$ cat src/rtl/dma_pkg.sv
package dma_pkg;

    typedef enum logic [1:0] {
        MV_IDLE = 2'd0,
        MV_REQ  = 2'd1,
        MV_GAP  = 2'd2
    } mv_state_e;

    localparam logic [1:0] OFS_ADDR = 2'd0;
    localparam logic [1:0] OFS_CNT  = 2'd1;
    localparam logic [1:0] OFS_CTRL = 2'd2;

    localparam int BIT_DONE  = 0;
    localparam int BIT_RW    = 1;
    localparam int BIT_BURST = 2;
    localparam int BIT_GO    = 3;
    localparam int BIT_IE    = 30;
    localparam int BIT_IRQ   = 31;

endpackage

$ cat src/rtl/dma_mover.sv
module dma_mover
    import dma_pkg::*;
#(
    parameter int ADDR_W = 16,
    parameter int CNT_W  = 16,
    parameter int DATA_W = 32
) (
    input  logic              clk,
    input  logic              rst_n,
    input  logic              start,
    input  logic [ADDR_W-1:0] start_addr,
    input  logic [CNT_W-1:0]  start_cnt,
    input  logic              rw,
    input  logic              burst,
    input  logic              mem_gnt,
    input  logic [DATA_W-1:0] mem_rdata,
    input  logic [DATA_W-1:0] dev_rdata,
    output logic              mem_req,
    output logic [ADDR_W-1:0] mem_addr,
    output logic              mem_we,
    output logic [DATA_W-1:0] mem_wdata,
    output logic [DATA_W-1:0] dev_wdata,
    output logic              dev_wr,
    output logic              dev_rd,
    output logic              busy,
    output logic              finish
);

    localparam logic [CNT_W-1:0]  CNT_ONE  = CNT_W'(1);
    localparam logic [ADDR_W-1:0] ADDR_ONE = ADDR_W'(1);

    typedef struct packed {
        mv_state_e         st;
        logic [ADDR_W-1:0] addr;
        logic [CNT_W-1:0]  cnt;
    } mv_t;

    mv_t  mv_d, mv_q;
    logic xfer;

    always_comb begin
        mv_d   = mv_q;
        finish = 1'b0;
        xfer   = (mv_q.st == MV_REQ) && mem_gnt;
        case (mv_q.st)
            MV_IDLE: begin
                if (start) begin
                    mv_d.addr = start_addr;
                    mv_d.cnt  = start_cnt;
                    if (start_cnt == '0) finish  = 1'b1;
                    else                 mv_d.st = MV_REQ;
                end
            end
            MV_REQ: begin
                if (mem_gnt) begin
                    mv_d.addr = mv_q.addr + ADDR_ONE;
                    mv_d.cnt  = mv_q.cnt - CNT_ONE;
                    if (mv_q.cnt == CNT_ONE) begin
                        mv_d.st = MV_IDLE;
                        finish  = 1'b1;
                    end else if (!burst) begin
                        mv_d.st = MV_GAP;
                    end
                end
            end
            MV_GAP:  mv_d.st = MV_REQ;
            default: mv_d.st = MV_IDLE;
        endcase
    end

    always_ff @(posedge clk or negedge rst_n) begin
        if (!rst_n) mv_q <= '{st: MV_IDLE, addr: '0, cnt: '0};
        else        mv_q <= mv_d;
    end

    assign mem_req   = (mv_q.st == MV_REQ);
    assign mem_addr  = mv_q.addr;
    assign mem_we    = !rw;
    assign mem_wdata = dev_rdata;
    assign dev_wdata = mem_rdata;
    assign dev_rd    = xfer && !rw;
    assign dev_wr    = xfer && rw;
    assign busy      = (mv_q.st != MV_IDLE);

    assert_steal_release_R4: assert property (@(posedge clk) disable iff (!rst_n)
        (mem_req && mem_gnt && !burst) |=> !mem_req);

    assert_burst_hold_R5: assert property (@(posedge clk) disable iff (!rst_n)
        (mem_req && mem_gnt && burst && mv_q.cnt != CNT_ONE) |=> mem_req);

    assert_wait_hold_R6: assert property (@(posedge clk) disable iff (!rst_n)
        (mem_req && !mem_gnt) |=> (mem_req && $stable(mem_addr)));

    assert_addr_step_R2: assert property (@(posedge clk) disable iff (!rst_n)
        (mem_req && mem_gnt) |=> (mem_addr == $past(mem_addr) + ADDR_ONE));

    assert_finish_quiet_R8: assert property (@(posedge clk) disable iff (!rst_n)
        finish |=> !mem_req);

endmodule

$ cat src/rtl/dma_regs.sv
module dma_regs
    import dma_pkg::*;
#(
    parameter int ADDR_W = 16,
    parameter int CNT_W  = 16
) (
    input  logic              clk,
    input  logic              rst_n,
    input  logic              reg_we,
    input  logic              reg_re,
    input  logic [1:0]        reg_addr,
    input  logic [31:0]       reg_wdata,
    output logic [31:0]       reg_rdata,
    input  logic              busy,
    input  logic              finish,
    output logic              start,
    output logic [ADDR_W-1:0] start_addr,
    output logic [CNT_W-1:0]  start_cnt,
    output logic              rw,
    output logic              burst,
    output logic              irq
);

    typedef struct packed {
        logic [ADDR_W-1:0] saddr;
        logic [CNT_W-1:0]  scnt;
        logic              rw;
        logic              burst;
        logic              ie;
        logic              done;
        logic              irq;
    } rg_t;

    rg_t  rg_d, rg_q;
    logic wr_ctrl;
    logic rd_ctrl;

    always_comb begin
        rg_d    = rg_q;
        start   = 1'b0;
        wr_ctrl = reg_we && (reg_addr == OFS_CTRL);
        rd_ctrl = reg_re && (reg_addr == OFS_CTRL);
        if (reg_we && reg_addr == OFS_ADDR) rg_d.saddr = reg_wdata[ADDR_W-1:0];
        if (reg_we && reg_addr == OFS_CNT)  rg_d.scnt  = reg_wdata[CNT_W-1:0];
        if (wr_ctrl && !busy) begin
            rg_d.rw    = reg_wdata[BIT_RW];
            rg_d.burst = reg_wdata[BIT_BURST];
            rg_d.ie    = reg_wdata[BIT_IE];
            if (reg_wdata[BIT_GO]) begin
                start     = 1'b1;
                rg_d.done = 1'b0;
                rg_d.irq  = 1'b0;
            end
        end
        if ((wr_ctrl && reg_wdata[BIT_IRQ]) || rd_ctrl) rg_d.irq = 1'b0;
        if (finish) begin
            rg_d.done = 1'b1;
            if (rg_d.ie) rg_d.irq = 1'b1;
        end
    end

    always_ff @(posedge clk or negedge rst_n) begin
        if (!rst_n) rg_q <= '0;
        else        rg_q <= rg_d;
    end

    always_comb begin
        reg_rdata = '0;
        case (reg_addr)
            OFS_ADDR: reg_rdata = 32'(rg_q.saddr);
            OFS_CNT:  reg_rdata = 32'(rg_q.scnt);
            OFS_CTRL: begin
                reg_rdata[BIT_DONE]  = rg_q.done;
                reg_rdata[BIT_RW]    = rg_q.rw;
                reg_rdata[BIT_BURST] = rg_q.burst;
                reg_rdata[BIT_GO]    = busy;
                reg_rdata[BIT_IE]    = rg_q.ie;
                reg_rdata[BIT_IRQ]   = rg_q.irq;
            end
            default: reg_rdata = '0;
        endcase
    end

    assign start_addr = rg_q.saddr;
    assign start_cnt  = rg_q.scnt;
    assign rw         = rg_q.rw;
    assign burst      = rg_q.burst;
    assign irq        = rg_q.irq;

    assert_irq_after_done_R9: assert property (@(posedge clk) disable iff (!rst_n)
        irq |-> rg_q.done);

    assert_done_not_busy_R7: assert property (@(posedge clk) disable iff (!rst_n)
        !(rg_q.done && busy));

    assert_cfg_locked_R11: assert property (@(posedge clk) disable iff (!rst_n)
        (busy && $past(busy)) |-> ($stable(rw) && $stable(burst)));

    assert_finish_sets_R10: assert property (@(posedge clk) disable iff (!rst_n)
        (finish && rg_d.ie) |=> irq);

endmodule

$ cat src/rtl/dma_engine.sv
module dma_engine
    import dma_pkg::*;
#(
    parameter int ADDR_W = 16,
    parameter int CNT_W  = 16,
    parameter int DATA_W = 32
) (
    input  logic              clk,
    input  logic              rst_n,
    input  logic              reg_we,
    input  logic              reg_re,
    input  logic [1:0]        reg_addr,
    input  logic [31:0]       reg_wdata,
    output logic [31:0]       reg_rdata,
    output logic              irq,
    output logic              mem_req,
    input  logic              mem_gnt,
    output logic [ADDR_W-1:0] mem_addr,
    output logic              mem_we,
    output logic [DATA_W-1:0] mem_wdata,
    input  logic [DATA_W-1:0] mem_rdata,
    input  logic [DATA_W-1:0] dev_rdata,
    output logic              dev_rd,
    output logic [DATA_W-1:0] dev_wdata,
    output logic              dev_wr
);

    logic              start, busy, finish, rw, burst;
    logic [ADDR_W-1:0] start_addr;
    logic [CNT_W-1:0]  start_cnt;

    dma_regs #(.ADDR_W(ADDR_W), .CNT_W(CNT_W)) regs_i (
        .clk        (clk),
        .rst_n      (rst_n),
        .reg_we     (reg_we),
        .reg_re     (reg_re),
        .reg_addr   (reg_addr),
        .reg_wdata  (reg_wdata),
        .reg_rdata  (reg_rdata),
        .busy       (busy),
        .finish     (finish),
        .start      (start),
        .start_addr (start_addr),
        .start_cnt  (start_cnt),
        .rw         (rw),
        .burst      (burst),
        .irq        (irq)
    );

    dma_mover #(.ADDR_W(ADDR_W), .CNT_W(CNT_W), .DATA_W(DATA_W)) mover_i (
        .clk        (clk),
        .rst_n      (rst_n),
        .start      (start),
        .start_addr (start_addr),
        .start_cnt  (start_cnt),
        .rw         (rw),
        .burst      (burst),
        .mem_gnt    (mem_gnt),
        .mem_rdata  (mem_rdata),
        .dev_rdata  (dev_rdata),
        .mem_req    (mem_req),
        .mem_addr   (mem_addr),
        .mem_we     (mem_we),
        .mem_wdata  (mem_wdata),
        .dev_wdata  (dev_wdata),
        .dev_wr     (dev_wr),
        .dev_rd     (dev_rd),
        .busy       (busy),
        .finish     (finish)
    );

    logic unused_wdata;
    assign unused_wdata = ^{reg_wdata[29:4], reg_wdata[0]};

endmodule

$ cat config.mk
export PLATFORM = sky130hd
export DESIGN_NAME = dma_engine
export DESIGN_NICKNAME = d
export VERILOG_FILES = /design/src/rtl/dma_pkg.sv /design/src/rtl/dma_mover.sv /design/src/rtl/dma_regs.sv /design/src/rtl/dma_engine.sv
export SDC_FILE = /design/constraint.sdc
export NUM_CORES = 1
export LEC_CHECK = 0
export BUFFER_PORTS_ARGS = -buffer_cell sky130_fd_sc_hd__buf_4
export CAP_MARGIN = 20
export CORE_ASPECT_RATIO = 0.6
export CORE_MARGIN = 2
export CORE_UTILIZATION = 45
export CTS_CLUSTER_DIAMETER = 80
export CTS_CLUSTER_SIZE = 16
export DETAILED_ROUTE_END_ITERATION = 12
export GPL_TIMING_DRIVEN = 0
export PLACE_DENSITY = 0.88
export SLEW_MARGIN = 0
export SYNTH_ARGS = -nofsm -noshare
export SYNTH_HDL_FRONTEND = slang
export SYNTH_HIERARCHICAL = 1
export SYNTH_SLANG_ARGS = --single-unit
$ cat constraint.sdc
create_clock -name clk -period 3.2 [get_ports clk]
set_input_delay 0.16 -clock clk [delete_from_list [all_inputs] [get_ports clk]]
set_output_delay 0.16 -clock clk [all_outputs]
set_load 0.03 [all_outputs]
==> results.md <==
- Max-slew headroom: 38.3%
- Routed Antenna Nets: 0
- VDD IR-drop max: 0.000575 V
- IO Port Bufs: 127
- CTS Buffer Depth: 2
- Worst-Skew Late Latency: 340 ps
- FILL cells: 922
- Post-synth EDFFs: 0
- Top-count cell post-synth: buf_4
- Worst Hold Slack: 52.8 ps
- Cell count after synthesis: 512
- Synth area leaders: dfrtp_1 36%, buf_4 19%, mux2_2 5.7%
- Post-synth top area share: 36.2%
- Post-layout min period: 3060 ps
- # Max-Cap Violations: 0
- Antenna violations before repair: 0
- CP Class: reg -> reg
- Routed via count: 4358
- Post-Route WL: 14300 µm
- R2r setup slk: 140 ps
- Site Rows: 29
- TritonCTS clock tree: yes
- Required time of the critical path: 3470 ps
- Register area share after synthesis: 36.2%
- Core footprint: 10600 µm²
- Count of final setup violators: 0
- Avg Inst Size Synth: 9.60 µm²
- Critical path peak fanout: 10
- Synth Warn #: 6
- Worst slew pin tran: 926 ps
- Largest net degree at the start of global routing: 72
- Vias in the first global route: 4043
- Most area-hungry cell type in the Yosys netlist: dfrtp_1
- DP HPWL: 11100 µm
- Flop and latch count out of synthesis: 71
- # diodes: 0
- Die height: 84.9 µm
- LEAKAGE: 3.11 nW
- Gpl congestion: 0.956
- Fin. Hold Viols: 0
- TritonCTS Buffers: 9
- Tightest Hold Check Type: in -> reg
- Layout cell share with drive strength beyond 1: 48.9%
- CTS H-tree depth: 3
- Synth async-reset ratio: 100%
- Synth Cell Area: 4910 µm²
- Clk slew on worst S/H paths: 60 ps
- Setup Skew: 9.30 ps
- Cell count after placement: 791
- Remaining DRCs: 0
- Detailed Routing Iterations Pass 1: 7
- GRT Total Usage: 23.7%
- Area grow syn2layout: 30.6%
- Critical path arrival: 3330 ps
- RSZ-0062 raised after global routing: no
- DIE WIDTH: 139 µm
- CTS Root Cell: clkbuf_16
- Crit share post-route: 95.7%
- Slew Limit Fails: 0
- Global-route wire length before repair: 21800 µm
- Post-CTS setup buffers: 0
- Crit end category: register
- Nets: 770
- # IOs: 220
- Grt ovf: 0
- Die ar.: 11800 µm²
- Power Dens Cells: 764 nW/µm²
- Initial core utilization: 46.4%
- Status: complete, no violations
- Routed length per instance: 17.6 µm
- Via-to-Cell Ratio: 5.39
- Setup crit start kind: register
- Drt initial violations: 447
- Final Non-Filler Cells: 808
- Fmax: 327 MHz
- Post-synth cell types: 60
- Top cells by count, synth: 126 x buf_4, 71 x dfrtp_1, 25 x mux2_2, 25 x nand2_1, 25 x nor2_1
- Place WS: -206 ps
- Slack of the critical path: 139 ps
- CTS sink count: 71
- Primary FF master, synth: dfrtp_1
## routing by layer
| layer | GRT usage [%] | share of wire [%] |
|---|---|---|
| met3 | 8.18 | 12 |
| met5 | 0 | 0 |
| met4 | 6.61 | 0.92 |
| met1 | 35.0 | 45 |
| met2 | 32.8 | 42 |
## placed cells by master (no fill, tap or decap), types with 3 or more instances in the layout
cell type  instances
nand3_1           16
mux2i_1           21
and4_1             3
nand2_1           25
o21ai_0           19
inv_1              9
clkbuf_16          9
mux2_4            10
nor4_1            12
a211oi_1           3
clkbuf_1           7
a2bb2oi_1          6
o22ai_1            6
and2_1             3
ha_1               3
a21oi_1           23
nand4_1           10
buf_2              5
nor3_1            13
nor2_1            25
inv_6              3
conb_1            14
nor2b_1            3
a21o_1             3
dfrtp_1           71
mux2_2            25
o32ai_1            3
buf_4            253
nand2b_1           4
or4_1              4
a22oi_1            5
nand4b_1           3
## through the flow
step	total power [mW]	util (%)	cell area, µm²	setup TNS [ps]
6_report	4.90	60.5	6410	0
5_1_grt	5.17	60.5	6410	0
4_1_cts	4.87	60.3	6390	0
3_5_place_dp	3.88	57.5	6090	-1890
3_3_place_gp	3.80	57.5	6090	-999
2_1_floorplan	3.14	-	4960	0
## registers in the layout, indices dropped and copies added (netlist names)
signal	count
regs_i/irq	1
regs_i/rg_q	2
mover_i/mem_addr	16
mover_i/mv_q	18
regs_i/start_cnt	16
regs_i/burst	1
regs_i/rw	1
regs_i/start_addr	16
## where the power goes
group	internal [mW]	leakage (nW)	switching, mW
combinational	1.03	2.14	1.29
sequential	1.21	0.834	0.404
clock	0.556	0.140	0.416
## layout make-up
cell class                      count  area [µm²]  area share (%)
Buffer                            145        1060            16.5
Clock buffer                       10         239            3.73
Clock inverter                      6        51.3           0.800
Inverter                           10        37.5           0.585
Multi-Input combinational cell    299        2110            32.9
Sequential cell                    71        1780            27.7
Tap cell                          139         174            2.71
Timing Repair Buffer              128         963            15.0
## cells by family after synthesis
kind of cell | count (synthesis) | share of synthesized area (%)
buf+inv | 155 | 22.2
simple gates | 139 | 16.1
compound gates | 86 | 11.5
flops | 71 | 36.2
mux | 57 | 13.3
fa+ha+maj | 3 | 0.764
other cells | 1 | 0.0763
## timing repair
item | CTS | global route
endpoints found under the setup margin | 15 | 20
resized for setup | 3 | 6
hold buffers | 1 | 0
endpoints found under the hold margin | 44 | 0
## critical path, cell delays in order, from the launching register on
cell      delay [ps]
dfrtp_1          400
clkbuf_1         230
nor2_1           270
inv_1            100
and4bb_2         380
nand2_1          120
inv_1            180
nor3b_2          340
a21boi_0         200
or4b_2           660
nand3_1          100
## final timing paths
check | startpoint | to | cells past startpoint
setup / recovery | mover_i/mv_q[33] | mover_i/mem_addr[12] | 10
hold / removal | reg_wdata[7] | regs_i/start_addr[7] | 2
setup reg to reg | mover_i/mv_q[33] | mover_i/mem_addr[12] | 10
hold reg to reg | regs_i/rg_q[1] | regs_i/rg_q[1] | 1
max in group asynchronous | rst_n | mover_i/mem_addr[11] | 2
min in group asynchronous | rst_n | mover_i/mem_addr[6] | 2
Power figures use the tool's default switching activity.
